==> src/rtl/comm_watchdog.sv <==
module comm_watchdog #(
  parameter int TICK_DIV      = 4000,
  parameter int TIMEOUT_TICKS = 41,
  parameter int RST_PULSE_W   = 16
) (
  input  logic clk,
  input  logic rst_n,
  input  logic dx_req,
  input  logic wp_req,
  input  logic cfg_wd_en,
  input  logic p0_wd,
  output logic no_exch,
  output logic reset_req
);
  localparam int PW = $clog2(TICK_DIV > 1 ? TICK_DIV : 2);
  localparam int TW = $clog2(TIMEOUT_TICKS > 1 ? TIMEOUT_TICKS : 2);
  localparam int RW = $clog2(RST_PULSE_W + 1);

  logic [1:0]    p0_q;
  logic [PW-1:0] pre;
  logic [TW-1:0] tcnt;
  logic [RW-1:0] rst_left;
  logic          wd_mode, rearm, tick, last, hold;

  assign wd_mode   = cfg_wd_en | p0_q[1];
  assign rearm     = dx_req | wp_req;
  assign tick      = (pre == PW'(TICK_DIV - 1));
  assign last      = (tcnt == TW'(TIMEOUT_TICKS - 1));
  assign hold      = (rst_left != '0) | (no_exch & ~wd_mode);
  assign reset_req = (rst_left != '0);

  always_ff @(posedge clk) begin
    if (!rst_n) begin
      p0_q     <= '0;
      pre      <= '0;
      tcnt     <= '0;
      rst_left <= '0;
      no_exch  <= 1'b0;
    end else begin
      p0_q <= {p0_q[0], p0_wd};
      if (rst_left != '0) rst_left <= rst_left - 1'b1;
      if (rearm) begin
        pre     <= '0;
        tcnt    <= '0;
        no_exch <= 1'b0;
      end else if (hold) begin
        pre  <= '0;
        tcnt <= '0;
      end else if (tick) begin
        pre <= '0;
        if (last) begin
          tcnt    <= '0;
          no_exch <= 1'b1;
          if (wd_mode) rst_left <= RW'(RST_PULSE_W);
        end else begin
          tcnt <= tcnt + 1'b1;
        end
      end else begin
        pre <= pre + 1'b1;
      end
    end
  end
endmodule

==> config.mk <==
export PLATFORM = sky130hd
export DESIGN_NAME = comm_watchdog
export DESIGN_NICKNAME = d
export VERILOG_FILES = /design/src/rtl/comm_watchdog.sv
export SDC_FILE = /design/constraint.sdc
export NUM_CORES = 1
export LEC_CHECK = 0
export ABC_AREA = 1
export CORE_MARGIN = 3
export CORE_UTILIZATION = 40
export DETAILED_ROUTE_END_ITERATION = 10
export SLEW_MARGIN = 25
export SYNTH_ARGS = -nofsm -noshare
export SYNTH_HDL_FRONTEND = slang
export SYNTH_SLANG_ARGS = --single-unit
export TNS_END_PERCENT = 5
==> constraint.sdc <==
create_clock -name clk -period 1.9 [get_ports clk]
set_input_delay 0.19 -clock clk [delete_from_list [all_inputs] [get_ports clk]]
set_output_delay 0.19 -clock clk [all_outputs]
set_load 0.01 [all_outputs]
# ---- Word-level counts from Yosys, hierarchy flattened
# Index checks and enable logic that the tools add are counted.
dict set report word_totals {
  mem_count 0
  rom_bits 0
  output_inout_bits 2
  input_bits 6
  wordCells 29
  ff_bits 26
  mem_bits_rw 0
  latch_bits 0
}
dict set report op_classes {
  reduce_logical 5
  shifts 0
  n_mul 0
  n_addsub 3
  mux 7
  order_cmp 0
  n_eq_ne 2
  div_mod_pow 0
  bitwise 7
}
# operator n
set ops {}
lappend ops {{two-way mux 5 bit} 6}
lappend ops {{adder 12 x 1 -> 12 bit (second input constant)} 1}
lappend ops {{equality test 12 bit (second input constant)} 1}
lappend ops {{adder 6 x 1 -> 6 bit (second input constant)} 1}
lappend ops {{equality test 6 bit (second input constant)} 1}
lappend ops {{two-way mux 6 bit} 1}
lappend ops {{nonzero test 5 bit} 1}
lappend ops {{subtractor 5 x 1 -> 5 bit (second input constant)} 1}
lappend ops {{OR reduction 4 bit} 1}
lappend ops {{NOT 1 bit} 3}
lappend ops {{bitwise OR 1 bit} 3}
lappend ops {{AND reduction 3 bit} 1}
lappend ops {{OR reduction 3 bit} 1}
lappend ops {{OR reduction 2 bit} 1}
lappend ops {{AND 1 bit} 1}

# ---- Logic depth before layout (Yosys ltp)
# Gate-level depths: netlist of the first run.
dict set report depth {
  depth_word 7
  mapped_depth 9
  ltp_nobuf 9
}

# ---- Worst setup path before layout of the first run
# OpenSTA, ideal clock, no wires.
dict set report synth_timing {
  path_kind {register to register}
  from {reg pre[0]}
  to {reg rst_left[1]}
  slack_ns 0.589
  arrival_time_ns 1.193
  required_ns 1.783
  path_buffers 0
  path_stages_with_launch 9
  synth_period_minus_slack_ns 1.311
  setup_ns 0.117
  path_cell_list {dfxtp_1 > ha_1 > nand2_2 > nor2_4 > nand3_4 > nor2_4 > nand2_1 > nand2_1 > nor2_1}
}
dict set report synth_between {
  elab_chain_len 4
}
# item line_no
set synth_lines {}
lappend synth_lines {{start: declaration} 20} ;# logic [PW-1:0] pre;
lappend synth_lines {{start signal: assignment} 59} ;# pre <= pre + 1'b1;
lappend synth_lines {{equality test 12 bit} 27} ;# assign tick = (pre == PW'(TICK_DIV - 1));
lappend synth_lines {{two-way mux 5 bit} 49} ;# end else if (tick) begin
lappend synth_lines {{two-way mux 5 bit} 46} ;# end else if (hold) begin
lappend synth_lines {{two-way mux 5 bit} 42} ;# if (rearm) begin
lappend synth_lines {{end signal: assignment} 41} ;# if (rst_left != '0) rst_left <= rst_left - 1'b1;
lappend synth_lines {{end signal: assignment} 54} ;# if (wd_mode) rst_left <= RW'(RST_PULSE_W);
lappend synth_lines {{end: declaration} 22} ;# logic [RW-1:0] rst_left;
# No other way between the ends.
# A chain may end at the register's enable or synchronous reset.

# ---- Worst setup path in the final report of the first run
dict set report layout_timing {
  from {reg rst_left[0]}
  to {out reset_req}
}
dict set report layout_between {
  elab_chain_len 1
}
# item line_no
set layout_lines {}
lappend layout_lines {{nonzero test 5 bit} 30} ;# assign reset_req = (rst_left != '0);
lappend layout_lines {{end: declaration} 13} ;# output logic reset_req
# No other way between the ends.

==> impl_metrics.py, run 1 <==
metrics = {
    "clocking": {
        "ctsResizeCount": 1,
        "clockBufferDepth": 2,
        "h-tree-depth": 1,
        "path_clk_slew_ns": 0.14,
        "cts_hold_buffers": 0,
        "clk_latency_ns": 0.33,
        "cts_sinks": 26,
        "clock-root-buffer": "clkbuf_4",
        "cts_tree": "done",
        "cts_buffers": 3,
        "postCtsSetupRepairBufs": 0,
    },
    "placed_design": {
        "placed_area_sq_um": 1470,
        "post-place-ws_ns": 0.383,
        "gp_congestion": 0.802,
        "io_buffers": 7,
        "dp_hpwl_um": 1780,
    },
    "power": {
        "leakagePower_nw": 0.579,
        "powerDensity_nw_per_um2": 872,
        "vdd_drop_max_mv": 0.596,
        "power_mw": 1.32,
    },
    "worst_hold_path": {
        "worstHoldStart": "p0_wd",
        "worstHoldPathType": "primary input to flip-flop",
    },
    "route": {
        "postRouteAntennaNets": 0,
        "via_per_inst": 4.57,
        "routed-wl-met3_um": 98,
        "wl_met2_um": 1060,
        "drc": 0,
        "totalWireLength_um": 2230,
        "top_layer": "met4",
        "firstDrtPassIters": 4,
        "drtIter0Drc": 36,
        "wl_per_cell_um": 9.19,
        "wl_met1_um": 1060,
        "vias": 1111,
    },
    "die": {
        "dieArea_sq_um": 4080,
        "ioPinCount": 8,
        "initial_core_util_pct": 42.9,
        "die_h_um": 63.9,
        "core_area_sq_um": 3130,
        "die_x_um": 63.9,
        "rows": 20,
    },
    "worst_setup_path": {
        "path_delay_family": "buffers and inverters",
        "startpoint": "rst_left[0]",
        "cp.required_ns": 1.71,
        "rr_startpoint": "pre[0]",
        "cp_max_fo": 7,
        "cp-end-kind": "output port",
        "path_buf_inv": 2,
        "cp-start-kind": "flip-flop",
        "arrival_ns": 1.46,
        "cp_cell_sequence": "inv_1, ha_1, nand3_2, dlygate4sd2_1",
        "crit_type": "flip-flop to output port",
        "cpMaxStageDelayCell": "dfxtp_1",
        "crit_path_max_incr_delay_ns": 0.33,
    },
    "finish": {
        "nNetsFinal": 210,
        "final_common_cell": "nand2_1",
        "drive_gt1_share_pct": 10.6,
        "nFillCells": 319,
        "area_growth_pct": 13.2,
        "design_area_sq_um": 1520,
        "final_cell_mix": "nand2_1 (44), nor2_1 (31), inv_1 (30)",
        "diodes": 0,
    },
    "grt": {
        "grt_start_max_net_pins": 16,
        "grt_antenna_before_repair": 0,
        "grt_pass1_wl_um": 4300,
        "grt_pass1_vias": 1044,
        "track_usage_pct": 12.9,
        "grt.overflow.total": 0,
    },
    "timing": {
        "max-slew-margin-rel_pct": 86.0,
        "max_slew.worst_pin.slew_ns": 0.208,
        "finalCritPeriodShare_pct": 86.7,
        "layout_min_cycle_time_ns": 1.65,
        "setup_viol": 0,
        "setup_tns_ns": 0,
        "rsz0062_at_grt": "false",
        "setup_ws_ns": 0.252,
        "finClkSkew_ns": 0.00716,
        "hold_viol_final": 0,
        "slew_viol_final": 0,
        "fmax_mhz": 607,
    },
    "yosys": {
        "ys.warnings.count": 0,
        "yosysSeqAreaShare_pct": 38.8,
        "ys_types": 25,
        "synth_seq_cells": 26,
        "syn_nets": 198,
        "avgSynthCellArea_sq_um": 7.13,
        "synth_cells": 188,
        "synthesis.area_sq_um": 1340,
    },
    "outcome": {
        "status": "finished, final reports clean",
    },
    "job": {
        "maxCapViolCount": 0,
    },
}
-- cell families (layout without fill, tap and decap cells) --
| family | after synthesis | after routing | synth area share [%] |
|---|---|---|---|
| AO/OA/AOI/OAI | 11 | 11 | 4.85 |
| XOR/XNOR | 7 | 7 | 4.57 |
| adder cells (fa/ha/maj) | 4 | 4 | 3.73 |
| buffers and inverters | 32 | 43 | 8.96 |
| flip-flops | 26 | 26 | 38.8 |
| AND/OR/NAND/NOR | 108 | 108 | 39.1 |
-- state kept, by name (all words and copies together), names as in the netlist --
register	count
no_exch	1
p0_q	2
pre	12
rst_left	5
tcnt	6
-- worst register-to-register path, cell delays in order (launching register included) --
cell,delay [ns]
dfxtp_1,0.39
ha_1,0.22
nand2_2,0.09
nor2_4,0.18
nand3_1,0.11
nor2_2,0.19
nand3_1,0.10
nand2_1,0.08
nor2_1,0.04
-- worst paths after layout --
check	to	slack, ns	cells past startpoint
worst min-delay path	p0_q[0]	0.38	3
worst max register to register	tcnt[5]	0.43	8
worst min register to register	p0_q[1]	0.43	2
worst max-delay path	reset_req	0.25	4
-- synthesized netlist by cell type --
library cell	count	area [sq um]
or2_0	1	6.26
nor2_1	31	116
nand3_4	1	17.5
ha_1	4	50.1
nor2_4	5	56.3
inv_2	2	7.51
a21oi_1	5	25.0
nand3_2	2	20.0
nand4_1	5	31.3
xnor2_1	2	17.5
o21ai_1	1	5.00
dfxtp_1	26	521
nand2_4	1	11.3
nand2_2	1	6.26
nor3_2	1	10.0
nor3_1	1	5.00
or2_1	1	6.26
o21bai_2	1	11.3
nand3_1	12	60.1
inv_1	30	113
o21ai_0	3	15.0
nor2_2	2	12.5
nand2_1	44	165
xor2_1	5	43.8
a21oi_2	1	8.76
-- power by group --
group          internal [mW]  total, mW  leakage (nW)  switching, mW
Sequential             0.590      0.621         0.211         0.0311
Clock                  0.213      0.386        0.0279          0.173
Combinational          0.136      0.316         0.340          0.179
Total                  0.940       1.32         0.579          0.383
-- per-layer routing --
metal,up-vias,global-route usage [%]
li1,596,-
met1,497,16.3
met2,16,21.8
met3,2,3.69
met4,0,2.43
met5,-,0
-- stage by stage --
| stage | std cells | util, % | hold slack (ns) |
|---|---|---|---|
| after floorplan | 188 | - | 0.283 |
| after global placement | 239 | 46.9 | 0.407 |
| after detailed placement | 239 | 46.9 | 0.408 |
| after CTS | 243 | 48.5 | 0.366 |
| after global routing | 243 | 48.5 | 0.394 |
| final | 243 | 48.5 | 0.378 |
-- final cells by class --
type,count,area [sq um],share of cell area [%]
Multi-Input combinational cell,130,701,46.2
Inverter,32,120,7.91
Clock buffer,3,22.5,1.48
Timing Repair Buffer,7,68.8,4.53
Sequential cell,26,520,34.3
Tap cell,44,55.1,3.63
Clock inverter,1,30.0,1.98
(Power assumes the default switching activity.)
==> run 2: changes to the inputs <==
--- a/config.mk
+++ b/config.mk
@@ -9,6 +9,7 @@
 export CORE_MARGIN = 3
 export CORE_UTILIZATION = 40
 export DETAILED_ROUTE_END_ITERATION = 10
+export SKIP_LAST_GASP = 1
 export SLEW_MARGIN = 25
 export SYNTH_ARGS = -nofsm -noshare
 export SYNTH_HDL_FRONTEND = slang
==> results of run 2 <==
The final DEF is identical to that of run 1; final timing and power are the same.
==> run 3: changes to the inputs <==
--- a/config.mk
+++ b/config.mk
@@ -6,8 +6,10 @@
 export NUM_CORES = 1
 export LEC_CHECK = 0
 export ABC_AREA = 1
+export CAP_MARGIN = 20
 export CORE_MARGIN = 3
 export CORE_UTILIZATION = 40
+export CTS_BUF_LIST = sky130_fd_sc_hd__clkbuf_4 sky130_fd_sc_hd__clkbuf_8 sky130_fd_sc_hd__clkbuf_16
 export DETAILED_ROUTE_END_ITERATION = 10
 export SKIP_LAST_GASP = 1
 export SLEW_MARGIN = 25
==> results of run 3 <==
The final DEF is identical to that of run 1; final timing and power are the same.
